--- config.mk ---
export PLATFORM = sky130hd
export DESIGN_NAME = rx_status_fifo
export DESIGN_NICKNAME = d
export VERILOG_FILES = /design/src/rtl/rxq_pkg.sv /design/src/rtl/rxq_ptr.sv /design/src/rtl/rxq_ovr.sv /design/src/rtl/rxq_store.sv /design/src/rtl/rx_status_fifo.sv
export SDC_FILE = /design/constraint.sdc
export NUM_CORES = 1
export LEC_CHECK = 0
export ABC_CLOCK_PERIOD_IN_PS = 5050
export BUFFER_PORTS_ARGS = -buffer_cell sky130_fd_sc_hd__buf_4
export CORE_MARGIN = 1
export CORE_UTILIZATION = 55
export DETAILED_ROUTE_END_ITERATION = 8
export PLACE_DENSITY = 0.88
export SLEW_MARGIN = 20
export SYNTH_ARGS = -nofsm -noshare
export SYNTH_HDL_FRONTEND = slang
export SYNTH_SLANG_ARGS = --single-unit
--- constraint.sdc ---
create_clock -name clk -period 5.05 [get_ports clk]
set_input_delay 0.505 -clock clk [delete_from_list [all_inputs] [get_ports clk]]
set_output_delay 0.505 -clock clk [all_outputs]
set_load 0.02 [all_outputs]
--- src/rtl/rxq_pkg.sv ---
package rxq_pkg;

   typedef struct packed {
      logic overrun;
      logic parity_err;
      logic frame_err;
      logic bit9;
   } rxq_stat_t;

   function automatic rxq_stat_t rxq_make_stat(input logic ovr, input logic perr,
                                               input logic stop_ok, input logic b9);
      rxq_stat_t s;
      s.overrun    = ovr;
      s.parity_err = perr;
      s.frame_err  = ~stop_ok;
      s.bit9       = b9;
      return s;
   endfunction

endpackage

--- src/rtl/rxq_ptr.sv ---
module rxq_ptr #(
   parameter int DEPTH = 2,
   localparam int PTR_W = $clog2(DEPTH),
   localparam int CNT_W = $clog2(DEPTH + 1)
) (
   input  logic             clk,
   input  logic             rst_n,
   input  logic             flush,
   input  logic             push_req,
   input  logic             pop_req,
   output logic [PTR_W-1:0] wr_ptr,
   output logic [PTR_W-1:0] rd_ptr,
   output logic [CNT_W-1:0] fill,
   output logic             push_acc,
   output logic             full
);

   logic             empty;
   logic             pop_acc;
   logic [PTR_W-1:0] wr_nxt;
   logic [PTR_W-1:0] rd_nxt;

   assign empty    = (fill == '0);
   assign full     = (fill == CNT_W'(DEPTH));
   assign pop_acc  = pop_req & ~empty & ~flush;
   assign push_acc = push_req & (~full | pop_acc) & ~flush;

   generate
      if ((DEPTH & (DEPTH - 1)) == 0) begin : g_pow2
         assign wr_nxt = wr_ptr + PTR_W'(1);
         assign rd_nxt = rd_ptr + PTR_W'(1);
      end else begin : g_wrap
         assign wr_nxt = (wr_ptr == PTR_W'(DEPTH - 1)) ? '0 : wr_ptr + PTR_W'(1);
         assign rd_nxt = (rd_ptr == PTR_W'(DEPTH - 1)) ? '0 : rd_ptr + PTR_W'(1);
      end
   endgenerate

   always_ff @(posedge clk or negedge rst_n) begin
      if (!rst_n) begin
         wr_ptr <= '0;
         rd_ptr <= '0;
         fill   <= '0;
      end else if (flush) begin
         wr_ptr <= '0;
         rd_ptr <= '0;
         fill   <= '0;
      end else begin
         if (push_acc) wr_ptr <= wr_nxt;
         if (pop_acc)  rd_ptr <= rd_nxt;
         fill <= fill + CNT_W'(push_acc) - CNT_W'(pop_acc);
      end
   end

endmodule

--- src/rtl/rxq_ovr.sv ---
module rxq_ovr (
   input  logic clk,
   input  logic rst_n,
   input  logic flush,
   input  logic start_det,
   input  logic shreg_full,
   input  logic full,
   input  logic push_acc,
   output logic pend
);

   logic lost;

   assign lost = start_det & shreg_full & full;

   always_ff @(posedge clk or negedge rst_n) begin
      if (!rst_n)        pend <= 1'b0;
      else if (flush)    pend <= 1'b0;
      else               pend <= (push_acc ? 1'b0 : pend) | lost;
   end

endmodule

--- src/rtl/rxq_store.sv ---
module rxq_store #(
   parameter int DATA_W = 8,
   parameter int DEPTH  = 2,
   localparam int PTR_W = $clog2(DEPTH)
) (
   input  logic              clk,
   input  logic              rst_n,
   input  logic              wr_en,
   input  logic [PTR_W-1:0]  wr_ptr,
   input  logic [DATA_W-1:0] wr_data,
   input  rxq_pkg::rxq_stat_t wr_stat,
   input  logic [PTR_W-1:0]  rd_ptr,
   output logic [DATA_W-1:0] rd_data,
   output rxq_pkg::rxq_stat_t rd_stat
);

   logic [DATA_W-1:0]  mem_d [DEPTH];
   rxq_pkg::rxq_stat_t mem_s [DEPTH];

   always_ff @(posedge clk or negedge rst_n) begin
      if (!rst_n) begin
         for (int i = 0; i < DEPTH; i++) begin
            mem_d[i] <= '0;
            mem_s[i] <= '0;
         end
      end else begin
         for (int i = 0; i < DEPTH; i++) begin
            if (wr_en && (wr_ptr == PTR_W'(i))) begin
               mem_d[i] <= wr_data;
               mem_s[i] <= wr_stat;
            end
         end
      end
   end

   assign rd_data = mem_d[rd_ptr];
   assign rd_stat = mem_s[rd_ptr];

endmodule

--- src/rtl/rx_status_fifo.sv ---
module rx_status_fifo #(
   parameter int DATA_W = 8,
   parameter int DEPTH  = 2
) (
   input  logic              clk,
   input  logic              rst_n,
   input  logic              rx_enable,
   input  logic              push_valid,
   input  logic [DATA_W-1:0] push_data,
   input  logic              push_bit9,
   input  logic              push_stop_ok,
   input  logic              push_parity_err,
   input  logic              start_det,
   input  logic              shreg_full,
   input  logic              rd_pop,
   output logic              rx_ready,
   output logic [DATA_W-1:0] head_data,
   output logic              head_bit9,
   output logic              head_frame_err,
   output logic              head_overrun,
   output logic              head_parity_err
);

   localparam int PTR_W = $clog2(DEPTH);
   localparam int CNT_W = $clog2(DEPTH + 1);

   generate
      if (DEPTH < 2) begin : g_bad_depth
         $error("rx_status_fifo: DEPTH must be at least 2");
      end
      if ((DATA_W < 5) || (DATA_W > 8)) begin : g_bad_width
         $error("rx_status_fifo: DATA_W must be within 5..8");
      end
   endgenerate

   logic               flush;
   logic [PTR_W-1:0]   wr_ptr;
   logic [PTR_W-1:0]   rd_ptr;
   logic [CNT_W-1:0]   fill;
   logic               push_acc;
   logic               full;
   logic               ovr_pend;
   rxq_pkg::rxq_stat_t wr_stat;
   rxq_pkg::rxq_stat_t rd_stat;
   logic [DATA_W-1:0]  rd_data;

   assign flush   = ~rx_enable;
   assign wr_stat = rxq_pkg::rxq_make_stat(ovr_pend, push_parity_err, push_stop_ok, push_bit9);

   rxq_ptr #(.DEPTH(DEPTH)) u_ptr (
      .clk      (clk),
      .rst_n    (rst_n),
      .flush    (flush),
      .push_req (push_valid),
      .pop_req  (rd_pop),
      .wr_ptr   (wr_ptr),
      .rd_ptr   (rd_ptr),
      .fill     (fill),
      .push_acc (push_acc),
      .full     (full)
   );

   rxq_ovr u_ovr (
      .clk        (clk),
      .rst_n      (rst_n),
      .flush      (flush),
      .start_det  (start_det),
      .shreg_full (shreg_full),
      .full       (full),
      .push_acc   (push_acc),
      .pend       (ovr_pend)
   );

   rxq_store #(.DATA_W(DATA_W), .DEPTH(DEPTH)) u_store (
      .clk     (clk),
      .rst_n   (rst_n),
      .wr_en   (push_acc),
      .wr_ptr  (wr_ptr),
      .wr_data (push_data),
      .wr_stat (wr_stat),
      .rd_ptr  (rd_ptr),
      .rd_data (rd_data),
      .rd_stat (rd_stat)
   );

   assign rx_ready        = (fill != '0);
   assign head_data       = rx_ready ? rd_data : '0;
   assign head_bit9       = rx_ready & rd_stat.bit9;
   assign head_frame_err  = rx_ready & rd_stat.frame_err;
   assign head_overrun    = rx_ready & rd_stat.overrun;
   assign head_parity_err = rx_ready & rd_stat.parity_err;

endmodule

* Yosys cells after proc, flatten, opt, wreduce, memory -nomap -nowiden
Cells that the tools add are included.
W data, S select, Z words.
** Word-level totals
- Output and inout bits :: 13
- Register bits after elaboration :: 29
- Word-level logic and storage cells :: 57
- Input bits :: 18
** Cells by class
- Muxes and demuxes :: 14
- Reductions and logical operators :: 4
- Add/sub/neg operators :: 4
- Bitwise operators :: 17
- Magnitude comparators :: 1
- Eq/ne operators :: 3
** Operators by type and width (count)
- $mux W8 :: 4
- $mux W4 :: 3
- $and A1 B1 Y1 :: 10
- $mux W1 :: 6
- $ne A2 B1 Y1 const B :: 2
- $not A1 Y1 :: 4
- $add A1 B1 Y1 const B :: 2
- $add A2 B1 Y2 :: 1
- $eq A2 B2 Y1 const B :: 1
- $ge A2 B2 Y1 const B :: 1
- $logic_and A1 B1 Y1 :: 2
- $logic_not A2 Y1 :: 1
- $mux W2 :: 1
- $not A1 Y2 :: 1
- $or A1 B1 Y1 :: 2
- $reduce_bool A2 Y1 :: 1
- $sub A2 B1 Y2 :: 1

* Logic depth before layout (Yosys ltp)
- Word-level depth :: 10
- Mapped depth :: 8
- Mapped depth without buffers :: 8

* Cells and area by module
A second synthesis with hierarchy kept.
** Second synthesis, totals
- Cell total of the unflattened synthesis :: 109
- Area, all modules :: 1496.4 µm²
** Modules (own cells, without submodules)
- rxq_store :: area each 1093.5 µm², seq. area each 600.6 µm², instances 1, cells an instance 65
- rxq_ptr :: area each 231.5 µm², seq. area each 100.1 µm², instances 1, cells an instance 23
- rx_status_fifo :: area each 126.4 µm², seq. area each 0.0 µm², instances 1, cells an instance 17
- rxq_ovr :: area each 45.0 µm², seq. area each 25.0 µm², instances 1, cells an instance 4

* Least setup slack after synthesis
No wires, ideal clock.
- Path kind :: input to register
- Start :: in rd_pop
- End :: reg u_ptr.fill[0]
- Arrival :: 1.718 ns
- Library setup time :: 0.119 ns
- Path slack :: 3.213 ns
- Data required time :: 4.931 ns
- Buffers on the path :: 0
- Stages on the path :: 7
- Cell sequence :: nor3b_4 -> and2b_2 -> nand2_1 -> ha_1 -> inv_1 -> ha_1 -> and2_1
** Between the ends
- Longest elaborated chain between the ends :: 8
** Ends and longest elaborated chain
- from (decl) :: line rx_status_fifo.sv:15 : input logic rd_pop,
- $and A1 B1 Y1 (*) (2 in a row) :: line rxq_ptr.sv:25 : assign pop_acc = pop_req & ~empty & ~flush;
- $or A1 B1 Y1 :: line rxq_ptr.sv:26 : assign push_acc = push_req & (~full | pop_acc) & ~flush;
- $and A1 B1 Y1 (2 in a row) :: line rxq_ptr.sv:26
- $add A2 B1 Y2 :: line rxq_ptr.sv:50 : fill <= fill + CNT_W'(push_acc) - CNT_W'(pop_acc);
- $sub A2 B1 Y2 (*) :: line rxq_ptr.sv:50
- $mux W2 (*) :: line rxq_ptr.sv:43 : end else if (flush) begin
- to (signal assigned) :: line rxq_ptr.sv:50
- to (decl) :: line rxq_ptr.sv:13 : output logic [CNT_W-1:0] fill,
Every way passes the cells marked *; elsewhere a longest branch is shown, timed or not.
A chain may end at the register's enable or synchronous reset.

* Worst setup path after layout
- Start :: reg u_ptr.fill[0]
- End :: reg u_ptr.fill[1]
** Between the ends
- Longest elaborated chain between the ends :: 10
- Elaborated cells on any way between the ends :: 12
- Classes of those cells :: add/sub: 2; eq/ne: 1; mux: 1; bitwise: 7; reduce/logical: 1
** Ends and longest elaborated chain
- $logic_not A2 Y1 :: line rxq_ptr.sv:23 : assign empty = (fill == '0);
- $not A1 Y1 :: line rxq_ptr.sv:25
- $and A1 B1 Y1 (2 in a row) :: line rxq_ptr.sv:25
- $or A1 B1 Y1 :: line rxq_ptr.sv:26
- $and A1 B1 Y1 (2 in a row) :: line rxq_ptr.sv:26
- $add A2 B1 Y2 :: line rxq_ptr.sv:50
- $sub A2 B1 Y2 (*) :: line rxq_ptr.sv:50
- $mux W2 (*) :: line rxq_ptr.sv:43
Marks and branches as above.

==> run_results.csv <==
group,metric,value,unit
clocking,cts_made_buffers,5,
route,num_vias,938,
global_route,antenna_found_initial,0,
sta,setup_tns,0,ns
worst_setup_path,cp_cell_sequence,"nor2_1 -> inv_1 -> and3_1 -> ha_1 -> inv_1 -> ha_1 -> xnor2_1 -> and2_1",
outcome,status,"completed",
route,wl_per_cell,15.39,um
worst_setup_path,cp_num_buf_inv,2,
global_route,grt_usage,23.44,%
sta,clock.fmax,420.7,MHz
route,drc,0,
clocking,clkSlewWorstSetupHoldPaths,0.09,ns
clocking,cts_tree,"yes",
clocking,cts_buffer_depth,2,
synth,ys_seq_elements,29,
synth,synth_top_family_by_area,"multiplexers",
synth,synth-seq-area-share,49.19,%
clocking,cts.sinks,29,
synth,syn_area,0.001475,sq mm
synth,syn_nets,133,
floorplan,rows,18,
worst_setup_path,crit_arrival,2.59,ns
worst_setup_path,required,5.27,ns
worst_setup_path,reg2reg_depth,8,
worst_setup_path,endpoint,"u_ptr.fill[1]$_DFF_PN0_",
layout,layout_common_cells,"buf_4, dfrtp_1, mux2_4",
route,drtAntennaViolNets,0,
synth,syn_inst,113,
hold_path,hold_class,"input pin to asynchronous set/reset pin",
global_route,grt_pass1_wl,4547,um
worst_setup_path,cp_num_cells,8,
power,p_per_area,408.3,mW/mm^2
worst_setup_path,r2r-end,"u_ptr.fill[1]$_DFF_PN0_",
synth,synth_mux_area_share,30.20,%
worst_setup_path,path_max_fanout,13,
worst_setup_path,reg2reg_setup_slack,2.67,ns
floorplan,ioPinCount,31,
clocking,post-cts-setup-buffer-count,0,
worst_setup_path,cp_slowest_cell,"nor2_1",
layout,fin_cells,174,
route,via_per_inst,5.391,
synth,synth_xor_area_share,1.781,%
worst_setup_path,reg2reg_from,"u_ptr.fill[0]$_DFF_PN0_",
flow_run,drv_cap,0,
sta,setup_viol,0,
sta,maxSlewHeadroom,41.79,%
clocking,clockRootBuffer,"clkbuf_4",
power,leakage,0.0008265,uW
clocking,clkLatencyLatePin,0.33,ns
layout,syn_to_final_growth,18.83,%
place,routabilityCongestion,0.7395,
floorplan,die_w,53.79,um
worst_setup_path,critical_path.max_stage_delay,0.70,ns
sta,drv_slew,0,
worst_setup_path,start_kind,"flop",
sta,rsz0062_at_grt,"no",
synth,synthAdderAreaFrac,1.696,%
layout,layout.cells.most_common,"buf_4",
place,dp_hpwl,1901,um
floorplan,dieArea,0.002893,sq mm
route,first_iter_violations,6,
layout,fin_area,0.001753,sq mm
route,wl,2677,um
global_route,grt_pass1_vias,958,
synth,synthDistinctLibCells,28,
floorplan,initial_core_util,59.01,%
floorplan,die_h,53.79,um
power,ir_drop,337.7,uV
clocking,cts_resized,0,
global_route,grt_max_degree,30,
worst_setup_path,cp-end-kind,"flop",
sta,finalWorstSetupSlack,2.673,ns
layout,antenna_cells,0,
place,dp_slack,2.669,ns
worst_setup_path,cp_top_family,"simple AND/OR/NAND/NOR gates",
sta,fin_hold_ws,0.07932,ns
place,place_inst,167,
clocking,cts_hold_buf,0,
layout,drive_gt1_share,43.06,%
synth,synth-simple-area-share,11.11,%
sta,timing.final.crit_share,47.07,%
synth,syn_area_per_cell,13.05,sq um
floorplan,coreArea,0.002500,sq mm
route,first_pass_iters,4,
clocking,h-tree-depth,2,
layout,nNetsFinal,164,
sta,finalCriticalPeriod,2.377,ns
synth,synth-compound-area-share,2.545,%
sta,fin_skew,0.01062,ns
place,placed_area,0.001698,sq mm
global_route,grt-ovfl-total,0,
sta,tightest_slew,0.8699,ns
worst_setup_path,crit_type,"flop to flop",
synth,yosysWarnings,0,
worst_setup_path,worstSetupStartpoint,"u_ptr.fill[0]$_DFF_PN0_",
sta,hold_viol,0,
place,port_buffers,30,
-- per-layer routing --
| layer | global-route usage (%) | vias up | wire (um) |
|---|---|---|---|
| met2 | 38.07 | 19 | 1380 |
| li1 | - | 444 | - |
| met4 | 10.53 | 0 | 51 |
| met1 | 26.46 | 469 | 1115 |
| met3 | 10.17 | 6 | 130 |
| met5 | 0 | - | 0 |
-- final cells by class --
class | instances | area [sq um]
Inverter | 3 | 11.26
Multi-Input combinational cell | 75 | 698.2
Tap cell | 30 | 37.54
Fill cell | 172 | 747.0
Timing Repair Buffer | 30 | 225.2
Clock buffer | 7 | 55.05
Sequential cell | 29 | 725.7
-- registers in the layout (all words and copies together) (netlist names) --
register and cells:
u_ptr.rd_ptr 1, u_ptr.wr_ptr 1, u_store.mem_s 8, u_store.mem_d 16, u_ovr.pend 1, u_ptr.fill 2
-- cells in the mapped netlist --
master,instances,area [sq um]
dfrtp_1,29,725.7
mux2_4,18,270.3
mux2i_1,13,130.1
nor2_1,13,48.80
mux2_2,4,45.04
nand2_1,4,15.01
and2_1,3,18.77
inv_1,3,11.26
xnor2_1,3,26.28
buf_6,2,22.52
clkbuf_1,2,7.510
ha_1,2,25.02
o21ai_0,2,10.01
a21oi_1,1,5.000
and2b_2,1,8.760
and3_1,1,6.260
buf_2,1,5.000
clkbuf_2,1,5.000
nand2b_1,1,6.260
nand3_1,1,5.000
nor2_2,1,6.260
nor2b_1,1,6.260
nor3_4,1,16.27
nor3b_4,1,18.77
o21a_1,1,7.510
o21bai_1,1,7.510
o31ai_1,1,7.510
or2b_1,1,7.510
-- logic make-up after synthesis --
logic type	after synthesis
compound gates	6
xor+xnor	3
fa+ha+maj	2
buf+inv	9
flops	29
mux	35
simple gates	29
-- worst reg2reg max path, cell delays in order, from the launching register on --
cell and delay (ns):
dfrtp_1 0.45, nor2_1 0.70, inv_1 0.13, and3_1 0.22, ha_1 0.27, inv_1 0.04, ha_1 0.19, xnor2_1 0.12
and2_1 0.15
-- power by group --
group          switching (uW)  internal, uW
combinational             102           136
sequential               45.8           291
clock                    76.6          65.6
total                     224           492
-- per-stage QoR --
step                utilization [%]  power (uW)
finish                        70.12       715.7
detailed placement            67.92       579.9
global placement              67.92       565.6
floorplan                         -       499.9
CTS                           70.12       723.6
global route                  70.12       758.1
-- worst min path at each step --
stage                                          to  slack [ns]  depth (start not counted)
finish               u_store.mem_d[8]$_DFFE_PN0P_        0.08                          1
global route             u_ptr.wr_ptr$_DFFE_PN0P_        0.09                          1
detailed placement   u_store.mem_s[5]$_DFFE_PN0P_        0.44                          1
floorplan                    u_ovr.pend$_DFF_PN0_        0.21                          0
global placement     u_store.mem_s[1]$_DFFE_PN0P_        0.44                          1
CTS                 u_store.mem_d[14]$_DFFE_PN0P_        0.08                          1
Power figures use the tool's default switching activity.
